## src/rtl/mmap_pkg.sv

```systemverilog
package mmap_pkg;

    // Memory targets; index order also fixes the read-mux lane order.
    typedef enum logic [2:0] {
        DEV_NONE = 3'd0,
        DEV_IROM = 3'd1,
        DEV_MRAM = 3'd2,
        DEV_VRAM = 3'd3,
        DEV_CROM = 3'd4,
        DEV_CRAM = 3'd5
    } dev_e;

    localparam int unsigned NUM_DEV = 5;

    // Address regions of the CPU map.
    typedef enum logic [2:0] {
        RGN_LOW   = 3'd0,
        RGN_MID   = 3'd1,
        RGN_VIDEO = 3'd2,
        RGN_GAP   = 3'd3,
        RGN_TOP   = 3'd4
    } region_e;

    // Modes of the low window (register bits 3:2).
    typedef enum logic [1:0] {
        LO_ROM      = 2'd0,
        LO_RAM_LOW  = 2'd1,
        LO_RAM_HIGH = 2'd2,
        LO_BAD      = 2'd3
    } lo_mode_e;

    // Modes of the middle window (register bits 5:4).
    typedef enum logic [1:0] {
        MID_CELL0 = 2'd0,
        MID_CELL1 = 2'd1,
        MID_CELL2 = 2'd2,
        MID_EXT   = 2'd3
    } mid_mode_e;

    // Mapping fields that steer the decode (bit 7 is storage only).
    typedef struct packed {
        logic      vid_on;
        mid_mode_e mid_mode;
        lo_mode_e  lo_mode;
        logic [1:0] rom_sec;
    } map_cfg_t;

    localparam logic [1:0] CART_SECTION = 2'd3;

endpackage

```

## src/rtl/mmap_cfg_reg.sv

```systemverilog
module mmap_cfg_reg #(
    parameter int unsigned DW = 8
) (
    input  logic          clk,
    input  logic          rst_n,
    input  logic          we,
    input  logic [DW-1:0] wdata,
    output logic [DW-1:0] q
);

    always_ff @(posedge clk) begin
        if (!rst_n) begin
            q <= '0;
        end else if (we) begin
            q <= wdata;
        end
    end

    // a write is visible on the register output one edge later
    p_readback_r1: assert property (@(posedge clk) disable iff (!rst_n)
        we |=> (q == $past(wdata)));

    // without a write the value holds
    p_hold_r1: assert property (@(posedge clk) disable iff (!rst_n)
        (!we && $past(rst_n)) |=> $stable(q));

endmodule

```

## src/rtl/mmap_window_decode.sv

```systemverilog
module mmap_window_decode
    import mmap_pkg::*;
#(
    parameter int unsigned AW   = 16,
    parameter int unsigned PA_W = 17
) (
    input  map_cfg_t          cfg,
    input  logic              cart_present,
    input  logic              ext_ram_fitted,
    input  logic [AW-1:0]     addr,
    output dev_e              dev,
    output logic [PA_W-1:0]   phys
);

    localparam int unsigned ROM_OFS_W = AW - 1;   // 32 KB window
    localparam int unsigned CELL_W    = AW - 2;   // 16 KB cell
    localparam int unsigned VID_W     = AW - 3;   // 8 KB overlay
    localparam logic [AW-1:0] MID_BASE = AW'(1) << (AW - 1);
    localparam logic [AW-1:0] VID_BASE = MID_BASE | (AW'(1) << (AW - 2));
    localparam logic [AW-1:0] GAP_BASE = VID_BASE | (AW'(1) << (AW - 3));
    localparam logic [AW-1:0] TOP_BASE = GAP_BASE | (AW'(1) << (AW - 5));

    region_e rgn;

    always_comb begin
        if (addr < MID_BASE) begin
            rgn = RGN_LOW;
        end else if (addr < VID_BASE) begin
            rgn = RGN_MID;
        end else if (addr < GAP_BASE) begin
            rgn = RGN_VIDEO;
        end else if (addr < TOP_BASE) begin
            rgn = RGN_GAP;
        end else begin
            rgn = RGN_TOP;
        end
    end

    always_comb begin
        dev  = DEV_NONE;
        phys = '0;
        unique case (rgn)
            RGN_LOW: begin
                unique case (cfg.lo_mode)
                    LO_ROM: begin
                        if (cfg.rom_sec != CART_SECTION) begin
                            dev  = DEV_IROM;
                            phys = PA_W'({cfg.rom_sec, addr[ROM_OFS_W-1:0]});
                        end else if (cart_present) begin
                            dev  = DEV_CROM;
                            phys = PA_W'(addr[ROM_OFS_W-1:0]);
                        end
                    end
                    LO_RAM_LOW: begin
                        dev  = DEV_MRAM;
                        phys = PA_W'({1'b0, addr[ROM_OFS_W-1:0]});
                    end
                    LO_RAM_HIGH: begin
                        dev  = DEV_MRAM;
                        phys = PA_W'({1'b1, addr[ROM_OFS_W-1:0]});
                    end
                    LO_BAD: begin
                        dev  = DEV_NONE;
                    end
                endcase
            end
            RGN_MID: begin
                unique case (cfg.mid_mode)
                    MID_CELL0, MID_CELL1, MID_CELL2: begin
                        dev  = DEV_MRAM;
                        phys = PA_W'({cfg.mid_mode, addr[CELL_W-1:0]});
                    end
                    MID_EXT: begin
                        if (ext_ram_fitted) begin
                            dev  = DEV_CRAM;
                            phys = PA_W'(addr[CELL_W-1:0]);
                        end
                    end
                endcase
            end
            RGN_VIDEO: begin
                if (cfg.vid_on) begin
                    dev  = DEV_VRAM;
                    phys = PA_W'(addr[VID_W-1:0]);
                end else begin
                    dev  = DEV_MRAM;
                    phys = PA_W'(addr);
                end
            end
            RGN_GAP: begin
                if (!cfg.vid_on) begin
                    dev  = DEV_MRAM;
                    phys = PA_W'(addr);
                end
            end
            RGN_TOP: begin
                dev  = DEV_MRAM;
                phys = PA_W'(addr);
            end
        endcase
    end

endmodule

```

## src/rtl/mmap_rdata_mux.sv

```systemverilog
module mmap_rdata_mux
    import mmap_pkg::*;
#(
    parameter int unsigned DW   = 8,
    parameter int unsigned NDEV = NUM_DEV
) (
    input  dev_e                      dev,
    input  logic [NDEV-1:0][DW-1:0]   lane_rdata,
    output logic [DW-1:0]             rdata
);

    logic [NDEV-1:0]          hit;
    logic [NDEV-1:0][DW-1:0]  masked;

    // Lane i serves device code i+1.
    for (genvar i = 0; i < NDEV; i++) begin : g_lane
        assign hit[i]    = (dev == dev_e'(3'(i + 1)));
        assign masked[i] = hit[i] ? lane_rdata[i] : '0;
    end

    always_comb begin
        rdata = '0;
        for (int k = 0; k < NDEV; k++) begin
            rdata = rdata | masked[k];
        end
        if (hit == '0) begin
            rdata = '1;
        end
    end

endmodule

```

## src/rtl/mmap_ctrl.sv

```systemverilog
module mmap_ctrl
    import mmap_pkg::*;
#(
    parameter int unsigned AW   = 16,
    parameter int unsigned DW   = 8,
    parameter int unsigned PA_W = 17
) (
    input  logic            clk,
    input  logic            rst_n,
    input  logic            cfg_we,
    input  logic [7:0]      cfg_wdata,
    output logic [7:0]      cfg_rdata,
    input  logic            cart_present,
    input  logic            ext_ram_fitted,
    input  logic [AW-1:0]   cpu_addr,
    input  logic            cpu_we,
    input  logic [DW-1:0]   irom_rdata,
    input  logic [DW-1:0]   mram_rdata,
    input  logic [DW-1:0]   vram_rdata,
    input  logic [DW-1:0]   crom_rdata,
    input  logic [DW-1:0]   cram_rdata,
    output logic [DW-1:0]   cpu_rdata,
    output logic            sel_irom,
    output logic            sel_mram,
    output logic            sel_vram,
    output logic            sel_crom,
    output logic            sel_cram,
    output logic [PA_W-1:0] phys_addr,
    output logic            mem_we,
    output logic            unmapped
);

    localparam int unsigned CFG_W = 8;

    logic [CFG_W-1:0] cfg_q;
    map_cfg_t         cfg_f;
    dev_e             dev;
    logic             ro_target;
    logic [NUM_DEV-1:0][DW-1:0] lanes;

    mmap_cfg_reg #(.DW(CFG_W)) u_cfg (
        .clk   (clk),
        .rst_n (rst_n),
        .we    (cfg_we),
        .wdata (cfg_wdata),
        .q     (cfg_q)
    );

    assign cfg_rdata = cfg_q;
    assign cfg_f     = map_cfg_t'(cfg_q[6:0]);

    mmap_window_decode #(.AW(AW), .PA_W(PA_W)) u_dec (
        .cfg            (cfg_f),
        .cart_present   (cart_present),
        .ext_ram_fitted (ext_ram_fitted),
        .addr           (cpu_addr),
        .dev            (dev),
        .phys           (phys_addr)
    );

    assign lanes = {cram_rdata, crom_rdata, vram_rdata, mram_rdata, irom_rdata};

    mmap_rdata_mux #(.DW(DW), .NDEV(NUM_DEV)) u_mux (
        .dev        (dev),
        .lane_rdata (lanes),
        .rdata      (cpu_rdata)
    );

    always_comb begin
        sel_irom = 1'b0;
        sel_mram = 1'b0;
        sel_vram = 1'b0;
        sel_crom = 1'b0;
        sel_cram = 1'b0;
        unique case (dev)
            DEV_IROM: sel_irom = 1'b1;
            DEV_MRAM: sel_mram = 1'b1;
            DEV_VRAM: sel_vram = 1'b1;
            DEV_CROM: sel_crom = 1'b1;
            DEV_CRAM: sel_cram = 1'b1;
            default:  ;
        endcase
    end

    assign unmapped  = (dev == DEV_NONE);
    assign ro_target = (dev == DEV_IROM) || (dev == DEV_CROM);
    assign mem_we    = cpu_we && !unmapped && !ro_target;

    // ROM targets never see a write strobe
    p_rom_nowrite_r2: assert property (@(posedge clk) disable iff (!rst_n)
        (sel_irom || sel_crom) |-> !mem_we);

    // cartridge ROM never selected while absent
    p_cart_absent_r3: assert property (@(posedge clk) disable iff (!rst_n)
        !cart_present |-> !sel_crom);

    // invalid low-window code leaves a hole
    p_bad_low_r5: assert property (@(posedge clk) disable iff (!rst_n)
        (cfg_q[3:2] == 2'd3 && !cpu_addr[AW-1]) |-> unmapped);

    // extension RAM needs the size input
    p_ext_gate_r7: assert property (@(posedge clk) disable iff (!rst_n)
        !ext_ram_fitted |-> !sel_cram);

    // overlay hides the 2 KB above it
    p_vram_hole_r8: assert property (@(posedge clk) disable iff (!rst_n)
        (cfg_q[6] && cpu_addr[AW-1:AW-5] == 5'b11100) |-> (unmapped && !mem_we));

    // the top range is fixed main RAM
    p_top_fixed_r10: assert property (@(posedge clk) disable iff (!rst_n)
        (cpu_addr[AW-1:AW-5] == 5'b11101 || cpu_addr[AW-1:AW-4] == 4'b1111)
            |-> (sel_mram && phys_addr == PA_W'(cpu_addr)));

    // holes read as all ones and select nothing
    p_hole_ones_r11: assert property (@(posedge clk) disable iff (!rst_n)
        unmapped |-> (cpu_rdata == '1 && $countones({sel_irom, sel_mram, sel_vram,
                                                     sel_crom, sel_cram}) == 0));

    // at most one memory is selected
    p_one_sel_r11: assert property (@(posedge clk) disable iff (!rst_n)
        $onehot0({sel_irom, sel_mram, sel_vram, sel_crom, sel_cram}));

endmodule

```

## config.mk

```make
export PLATFORM = sky130hd
export DESIGN_NAME = mmap_ctrl
export DESIGN_NICKNAME = d
export VERILOG_FILES = /design/src/rtl/mmap_pkg.sv /design/src/rtl/mmap_cfg_reg.sv /design/src/rtl/mmap_window_decode.sv /design/src/rtl/mmap_rdata_mux.sv /design/src/rtl/mmap_ctrl.sv
export SDC_FILE = /design/constraint.sdc
export NUM_CORES = 1
export LEC_CHECK = 0
export ABC_AREA = 1
export BUFFER_PORTS_ARGS = -buffer_cell sky130_fd_sc_hd__buf_2
export CAP_MARGIN = 10
export CORE_MARGIN = 1.5
export CORE_UTILIZATION = 44
export CTS_BUF_LIST = sky130_fd_sc_hd__clkbuf_8
export DETAILED_ROUTE_END_ITERATION = 16
export PLACE_DENSITY_LB_ADDON = 0.2
export SLEW_MARGIN = 25
export SYNTH_ARGS = -nofsm -noshare
export SYNTH_HDL_FRONTEND = slang
export SYNTH_SLANG_ARGS = --single-unit
```

## constraint.sdc

```tcl
create_clock -name clk -period 2.7 [get_ports clk]
set_input_delay 0.27 -clock clk [delete_from_list [all_inputs] [get_ports clk]]
set_output_delay 0.27 -clock clk [all_outputs]
set_load 0.02 [all_outputs]
```

==> impl_results.md <==
* CP Capture Type: output pin
* RSZ-0062 raised after global routing: no
* Power Dens Cells at roughly 350 nW/µm²
* CP Launch Type: flop
* GR Overflow Total at 0
* Io pins at between 100 and 150
* F_max at roughly 0.42 GHz
* Arrival time worst endpoint at between 2 and 2.5 ns
* Clk buf depth at 2
* Std cell rows at 20
* Share of layout cells above drive strength 1 at about two fifths
* Final setup fails at 0
* Slowest cell on the critical path: nor2_1
* DIE WIDTH at around 59 µm
* Via/cell ratio at between 4 and 5
* First-pass GRT wire length at about 5.7 mm
* CP max stage delay at 0.61 ns
* Final WS setup at 0.3345 ns
* Most flops, register: u_cfg.q
* Resized cells post-CTS at 0
* Area Overhead vs Synth at 42.48%
* Cell area after synthesis at 1373 µm²
* Clock-pin slew on the worst setup and hold paths at about 0.040 ns
* Largest regs: u_cfg.q x8
* Placeable Area at around 3000 µm²
* FFs w/ async S/R, synth at 0%
* Commonest cells post-synth: nor2_1 (50), nand2_1 (42), inv_1 (34)
* Final Hold Viols at 0
* Die area at 3463 µm²
* Cell with the most instances after synthesis: nor2_1
* Ys flop type: dfxtp_1
* CTS Hold Bufs at 0
* Initial antenna violation count at 0
* TritonCTS clock tree: done
* Slew at the pin closest to its max-slew limit at between 0.7 and 0.8 ns
* Clock power frac at 21.0%
* Worst-path cell chain: inv_1, ha_1, nor2_1, a21oi_1, nor2_1, nor3b_1, buf_2
* Total GRT Usage at between 20% and 30%
* Cells after Synth at 229
* Flop pwr share at roughly a fifth
* Largest net degree at the start of global routing at 15
* Period utilization at a little under 90%
* Initial Util at 45.71%
* Number of synthesized flops with an enable pin at 0
* Clock insertion delay at the later pin of the skew report at ~0.23 ns
* Status: finished, final reports clean
* Routed wire length at ~3.7 mm
* TritonRoute pass-1 iters at 4
* Port bufs at 109
* Maximum VDD drop at around 0.28 mV
* Post-synth top area cell: nor2_1
* Routability congestion estimate at 0.7590
* Largest cells by area after synthesis: nor2_1 (14%), dfxtp_1 (12%), nand2_1 (11%)
* Most frequent CP cell: nor2_1
* Maxcap violations at 0
* Final worst path period need at roughly 2.4 ns
* Setup TNS at 0 ns
* Logic pwr share at 58.8%
* WP data required at about 2.4 ns
* Yosys cell types at 28
* Share of Yosys cell area claimed by the top area cell type at 13.67%
* Sequential share of the synthesized area at between 10% and 20%
* 1st-iter DRT viols at between 80 and 90
* Vias in the first global route at 1412
* Vert. Die Dim at 58.85 µm
* Syn_nets at 304
* Nets at ~410
* ANT cells at 0
* Crit path kind: reg -> out
* Setup bufs post-CTS at 0
* Slew Limit Fails at 0
* H-tree depth at 1
* Drt wl/cell at around 10 µm
* Switch share at between 40 and 50%
* Pre-CTS setup slack at 0.5974 ns
* HPWL Detailed at just under 3 mm
* Via count at 1747
* CTS root buf: clkbuf_8
* CP max FO at 14
* Slew headroom at ~47%
* # DRC at 0
* Syn Area/Cell at between 5 and 6 µm²
* FF+latch count, synth at 8
* Final core occ at between 60% and 70%
* Switching pwr at just over 0.3 mW
* Final total power at approximately 0.68 mW
* Post-DRT Antenna Nets at 0
* HP Class: in -> reg
* Clk_skew at 0 ns
* Synth warn at 0
* Internal power at roughly 0.37 mW
* P_leak at around 1.2 nW
* Clk sinks at 8
* Max reg flops at 8
* Inserted Clock Buffers at 3
==> final cells by class <==
cell class                 instances  area (µm²)
clock buffer                       3       41.29
fill                             297        1047
inverter                          39       156.4
multi-input combinational        177        1011
sequential                         8       160.2
tap                               33       41.29
timing repair buffer             109       545.5
==> power groups by stage <==
stage               registers (mW)  clock network, mW  logic (mW)
global placement             0.137                  0       0.396
global route                 0.137              0.152       0.440
floorplan                    0.146                  0       0.259
CTS                          0.136              0.144       0.400
detailed placement           0.138                  0       0.399
finish                       0.136              0.142       0.398
==> cell families after synthesis <==
family / after synthesis / share of synthesized area (%)
AO/OA/AOI/OAI: 22 / 9.116
adder cells (fa/ha/maj): 5 / 4.558
buffers and inverters: 44 / 14.68
flip-flops: 8 / 11.67
AND/OR/NAND/NOR: 150 / 59.98
==> layout by cell type (no fill, tap or decap) <==
| cell | n |
|---|---|
| a21oi_1 | 6 |
| buf_2 | 109 |
| clkbuf_8 | 3 |
| dfxtp_1 | 8 |
| ha_1 | 5 |
| inv_1 | 34 |
| inv_2 | 2 |
| inv_4 | 2 |
| inv_6 | 1 |
| nand2_1 | 42 |
| nand2_2 | 4 |
| nand2_4 | 5 |
| nand3_1 | 15 |
| nand3_2 | 4 |
| nand3_4 | 1 |
| nand4_1 | 5 |
| nand4_2 | 1 |
| nand4_4 | 1 |
| nor2_1 | 50 |
| nor2_2 | 1 |
| nor2_4 | 4 |
| nor2_8 | 2 |
| nor3_1 | 2 |
| nor3b_1 | 13 |
| o2111ai_1 | 2 |
| o211ai_2 | 1 |
| o21ai_0 | 13 |
==> stage by stage <==
step                      std cells  cell area (µm²)  hold slack (ns)
final                           369             1956           0.2638
after global routing            369             1956           0.2794
after CTS                       369             1956           0.2648
after detailed placement        366             1914           0.4970
after global placement          366             1914           0.4782
after floorplan                 229             1373           0.4049
==> critical path, delay by kind of cell (launching register included) <==
| kind | cells | cell delay [ns] |
|---|---|---|
| AO/OA/AOI/OAI | 1 | 0.10 |
| adder cells (fa/ha/maj) | 1 | 0.22 |
| buffers and inverters | 2 | 0.31 |
| flip-flops | 1 | 0.39 |
| AND/OR/NAND/NOR | 3 | 0.83 |
==> final timing paths <==
path / start / to / slack [ns] / cells past startpoint
setup reg to reg: u_cfg.q[3] / u_cfg.q[3] / 1.92 / 2
setup / recovery: u_cfg.q[2] / phys_addr[5] / 0.33 / 7
hold / removal: cfg_wdata[1] / u_cfg.q[1] / 0.26 / 3
hold reg to reg: u_cfg.q[5] / u_cfg.q[5] / 0.52 / 2
==> routing by layer <==
| layer | share of wire (%) | global-route usage [%] |
|---|---|---|
| met3 | 7.1 | 1.978 |
| met4 | 1.1 | 4.870 |
| met5 | 0 | 0 |
| met1 | 45 | 26.88 |
| met2 | 47 | 36.19 |
Power figures use the tool's default switching activity.
